$ cat src/rtl/scan_reg_pkg.sv
package scan_reg_pkg;

    // Operating mode of every stage in the bank.
    typedef enum logic {
        MODE_FUNCTIONAL = 1'b0,
        MODE_SHIFT      = 1'b1
    } scan_mode_e;

    // The two candidate data values a stage can load.
    typedef struct packed {
        logic func_d;
        logic shift_d;
    } stage_src_t;

    function automatic scan_mode_e decode_mode(input logic tm);
        return tm ? MODE_SHIFT : MODE_FUNCTIONAL;
    endfunction

    function automatic logic pick_source(input scan_mode_e mode, input stage_src_t src);
        return (mode == MODE_SHIFT) ? src.shift_d : src.func_d;
    endfunction

endpackage

$ cat src/rtl/scan_stage.sv
module scan_stage
    import scan_reg_pkg::*;
(
    input  logic       clk,
    input  logic       rst,
    input  scan_mode_e mode,
    input  stage_src_t src,
    output logic       q
);

    logic d_sel;
    logic past_valid;

    always_comb begin
        d_sel = pick_source(mode, src);
    end

    always_ff @(posedge clk) begin
        if (rst) begin
            q <= 1'b0;
        end else begin
            q <= d_sel;
        end
    end

    always_ff @(posedge clk) begin
        past_valid <= 1'b1;
    end

    AST_STAGE_RESET: assert property (@(posedge clk)
        past_valid && $past(rst) |-> q == 1'b0);

    AST_STAGE_FUNC: assert property (@(posedge clk) disable iff (rst)
        past_valid && !$past(rst) && $past(mode) == MODE_FUNCTIONAL |-> q == $past(src.func_d));

    AST_STAGE_SHIFT: assert property (@(posedge clk) disable iff (rst)
        past_valid && !$past(rst) && $past(mode) == MODE_SHIFT |-> q == $past(src.shift_d));

endmodule

$ cat src/rtl/scan_chain_core.sv
module scan_chain_core
    import scan_reg_pkg::*;
#(
    parameter int CHAIN_LEN = 8
) (
    input  logic                 clk,
    input  logic                 rst,
    input  scan_mode_e           mode,
    input  logic                 serial_in,
    input  logic [CHAIN_LEN-1:0] func_bus,
    output logic [CHAIN_LEN-1:0] state_bus,
    output logic                 serial_tail
);

    localparam int LAST = CHAIN_LEN - 1;

    logic past_valid;

    for (genvar g = 0; g < CHAIN_LEN; g++) begin : g_stage
        stage_src_t src;
        always_comb begin
            src.func_d = func_bus[g];
            if (g == 0) begin
                src.shift_d = serial_in;
            end else begin
                src.shift_d = state_bus[(g == 0) ? 0 : g - 1];
            end
        end

        scan_stage u_stage (
            .clk  (clk),
            .rst  (rst),
            .mode (mode),
            .src  (src),
            .q    (state_bus[g])
        );
    end

    assign serial_tail = state_bus[LAST];

    always_ff @(posedge clk) begin
        past_valid <= 1'b1;
    end

    AST_SHIFT_HEAD: assert property (@(posedge clk) disable iff (rst)
        past_valid && !$past(rst) && $past(mode) == MODE_SHIFT |-> state_bus[0] == $past(serial_in));

    AST_SHIFT_TAIL_MOVES: assert property (@(posedge clk) disable iff (rst)
        past_valid && !$past(rst) && $past(mode) == MODE_SHIFT |-> serial_tail == $past(state_bus[LAST-1]));

    AST_SHIFT_IGNORES_FUNC: assert property (@(posedge clk) disable iff (rst)
        past_valid && !$past(rst) && $past(mode) == MODE_SHIFT && $stable(func_bus)
        |-> state_bus[LAST:1] == $past(state_bus[LAST-1:0]));

endmodule

$ cat src/rtl/scan_register_bank.sv
module scan_register_bank
    import scan_reg_pkg::*;
#(
    parameter int CHAIN_LEN = 8
) (
    input  logic                 clk,
    input  logic                 rst,
    input  logic                 test_mode,
    input  logic                 scan_in,
    output logic                 scan_out,
    input  logic [CHAIN_LEN-1:0] next_state,
    output logic [CHAIN_LEN-1:0] present_state
);

    scan_mode_e mode;
    logic       past_valid;

    always_comb begin
        mode = decode_mode(test_mode);
    end

    scan_chain_core #(
        .CHAIN_LEN (CHAIN_LEN)
    ) u_core (
        .clk         (clk),
        .rst         (rst),
        .mode        (mode),
        .serial_in   (scan_in),
        .func_bus    (next_state),
        .state_bus   (present_state),
        .serial_tail (scan_out)
    );

    always_ff @(posedge clk) begin
        past_valid <= 1'b1;
    end

    AST_BANK_RESET: assert property (@(posedge clk)
        past_valid && $past(rst) |-> present_state == '0 && scan_out == 1'b0);

    AST_BANK_FUNCTIONAL: assert property (@(posedge clk) disable iff (rst)
        past_valid && !$past(rst) && !$past(test_mode) |-> present_state == $past(next_state));

    AST_BANK_SHIFT_OUT: assert property (@(posedge clk) disable iff (rst)
        past_valid && !$past(rst) && $past(test_mode) |-> scan_out == $past(present_state[CHAIN_LEN-2]));

endmodule

$ cat config.mk
export PLATFORM = sky130hd
export DESIGN_NAME = scan_register_bank
export DESIGN_NICKNAME = d
export VERILOG_FILES = /design/src/rtl/scan_reg_pkg.sv /design/src/rtl/scan_stage.sv /design/src/rtl/scan_chain_core.sv /design/src/rtl/scan_register_bank.sv
export SDC_FILE = /design/constraint.sdc
export NUM_CORES = 1
export LEC_CHECK = 0
export BUFFER_PORTS_ARGS = -buffer_cell sky130_fd_sc_hd__buf_4
export CORE_AREA = 3 3 40 42
export DETAILED_ROUTE_END_ITERATION = 8
export DIE_AREA = 0 0 43 45
export PLACE_DENSITY = 0.52
export SYNTH_ARGS = -nofsm -noshare
export SYNTH_HDL_FRONTEND = slang
export SYNTH_SLANG_ARGS = --single-unit
$ cat constraint.sdc
create_clock -name clk -period 1.7 [get_ports clk]
set_input_delay 0.17 -clock clk [delete_from_list [all_inputs] [get_ports clk]]
set_output_delay 0.17 -clock clk [all_outputs]
set_load 0.02 [all_outputs]
Word level (Yosys, flattened, before mapping)
Cells that the tools add are included.
Widths: inputs -> output; s select.
Word-level totals
  bits of input ports: 12
  word-level logic and storage cells: 17
  output and inout port bits: 9
  flip-flop bits (word level): 8
Cells by class
  mux-type cells: 9
Operators by type and width (number)
  $mux 1: 9

Logic depth before layout (Yosys ltp)
  depth in word-level cells: 2
  mapped depth: 3

Cells and area by module
A second synthesis with hierarchy kept.
Unflattened totals
  cells, all modules: 25
  area total of the unflattened synthesis: 277.8 um^2
By module, submodules not included
  scan_stage: area each 33.8 um^2, cells each 3, instances 8
  scan_chain_core: area each 7.5 um^2, cells each 1, instances 1

Worst setup path after synthesis
Ideal clock, no wire load.
  path kind: register to output
  start: register u_core.g_stage[7].u_stage.q
  end: output present_state[7]
  cell stages (with the launch flop): 2
  slack: 0.935 ns
  data arrival time: 0.595 ns
  buffers on the path: 1
  path through: dfxtp_1 buf_4
RTL lines
  start: declaration: RTL line scan_stage.sv:8  | output logic q
  start signal: assignment: RTL line scan_stage.sv:22  | q <= d_sel;
  end: declaration: RTL line scan_register_bank.sv:12  | output logic [CHAIN_LEN-1:0] present_state
No word-level cell between the ends.

Worst setup path after layout
  start: register u_core.g_stage[1].u_stage.q
  end: output present_state[1]
RTL lines (RTL line)
  start: declaration: scan_stage.sv:8
  start signal: assignment: scan_stage.sv:22
No word-level cell between the ends.

==> flow_summary.yaml <==
critical_path:
  regToRegEndpoint: "u_core.g_stage[2].u_stage.q"
  r2r_slack_ns: 1.10
  start_kind: "flip-flop"
  cpPeakStageDelay_ns: 0.34
  critPathRequiredTime_ns: 1.53
  critical-path-top-delay-family: "flip-flops"
  end_kind: "primary output"
  slowest_stage: "dfxtp_1"
  crit_buf_inv: 1
  cp.arrival_ns: 0.74
  crit_type: "flip-flop to primary output"
  cp_num_cells: 1
  crit_path_cell_trace: "buf_4"
  reg2reg_depth: 2
  cp_max_fo: 2
  r2r_start: "u_core.g_stage[1].u_stage.q"
sta:
  fin_crit_sh: 0.534
  hold_violations: 0
  final.min_clock_period_ns: 0.908
  finalSetupViolations: 0
  slew_headroom: 0.918
  tightest_slew_ns: 0.120
  rsz0062_at_grt: "no"
  setup_tns_ns: 0
  skew_ns: 0.00258
  whs_ns: 0.147
  finalMaxSlewViolations: 0
  fmax_mhz: 1100
place:
  port_buffers: 20
  dpl_cell_area_um2: 439
  hpwl_um: 462
  place.gp.congestion: 0.599
  numPlacedInstances: 59
synthesis:
  synth_area_um2: 345
  synth_fp_nets: 46
  synthCells: 34
  ys_types: 6
  seq_area_frac_synth: 0.464
  ys_warn_count: 0
  ys_ff_latch: 8
  avgSynthCellArea_um2: 10.2
die:
  die_h_um: 45
  die-area_um2: 1940
  io-pin-count: 21
  initial_utilization: 0.269
  die_x_um: 43
  design.core.area_um2: 1280
  rows: 13
cts:
  cts_root_buffer: "clkbuf_4"
  cts_resized: 0
  clk_latency_ns: 0.25
  cts_tree: "built"
  postCtsSetupBuffers: 0
  numCtsBuffers: 3
  clock_path_buffers: 2
  clock-sinks: 8
  cts.clk_slew.worst_paths_ns: 0.05
  ctsHoldBuffers: 0
  cts.htree.levels: 1
power_and_ir_drop:
  peakVddDrop_mv: 0.303
  cellLeakagePower_nw: 0.242
  p_per_area_nw_per_um2: 922
finish:
  final_cells: 62
  top_regs: "u_core.g_stage.u_stage.q x8"
  num_antenna_cells: 0
  nNetsFinal: 61
  final_cell_mix: "buf_4, mux2i_1, nor2_1, dfxtp_1, clkbuf_4"
  final_common_cell: "buf_4"
  largest_register_ffs: 8
  largest_register: "u_core.g_stage.u_stage.q"
  syn_to_final_growth_pct: 33.7
  final_util: 0.359
  fin_area_um2: 462
  drive_gt1_frac: 0.489
status:
  outcome: "finished clean"
global_routing:
  track_usage: 0.0793
  gr-total-overflow: 0
  grt_pass1_vias: 270
  grt_max_degree: 9
  antenna_found_initial: 0
  grt_pass1_wl_um: 1040
route:
  first_iter_violations: 0
  drtPass1Iterations: 1
  ant_nets: 0
  routed_via_density: 4.03
  drc: 0
  wl_um: 609
  via_count: 250
  wl_per_cell_um: 9.82
worst_hold_path:
  hp-class: "input port to flip-flop"
  min_from: "rst"
  min_to: "u_core.g_stage[3].u_stage.q"
  holdPathStages: 2
flow_run:
  max-cap-violations: 0
==> power by group <==
group | leakage (nW) | internal, mW | total, mW | switching [mW]
sequential | 0.0662 | 0.199 | 0.205 | 0.00602
clock | 0.0138 | 0.0806 | 0.142 | 0.0617
combinational | 0.162 | 0.0423 | 0.0780 | 0.0357
==> cells in the mapped netlist (all sizes together) <==
| master | count | share of area |
|---|---|---|
| buf | 10 | 0.22 |
| dfxtp | 8 | 0.46 |
| mux2i | 8 | 0.23 |
| nor2 | 8 | 0.087 |
==> worst max-delay path by stage <==
stage / to / startpoint
finish: present_state[1] / u_core.g_stage[1].u_stage.q
global route: present_state[5] / u_core.g_stage[5].u_stage.q
CTS: present_state[5] / u_core.g_stage[5].u_stage.q
detailed placement: u_core.g_stage[5].u_stage.q / test_mode
global placement: u_core.g_stage[5].u_stage.q / test_mode
floorplan: present_state[7] / u_core.g_stage[7].u_stage.q
==> area by class of cell <==
cell class / instances / area [µm²]
Clock buffer: 3 / 22.5
Timing Repair Buffer: 20 / 150
Tap cell: 15 / 18.8
Fill cell: 140 / 823
Sequential cell: 8 / 160
Multi-Input combinational cell: 16 / 110
==> stage by stage <==
stage               total power, mW  setup slack, ns
floorplan                     0.265            0.935
global placement              0.288            0.999
detailed placement            0.288            0.985
CTS                           0.436            0.787
global route                  0.447            0.752
finish                        0.426            0.792
==> per-layer routing <==
layer | GRT usage | up-vias | share of wire
li1 | - | 128 | -
met1 | 0.0850 | 107 | 0.44
met2 | 0.105 | 15 | 0.42
met3 | 0.0518 | 0 | 0.14
met4 | 0.0723 | 0 | 0
met5 | 0 | - | 0
==> logic make-up after synthesis <==
family / Yosys count / share of synthesized area
buffers and inverters: 10 / 0.217
DFF: 8 / 0.464
muxes: 8 / 0.232
and+or+nand+nor: 8 / 0.0870
(Power assumes the default switching activity.)
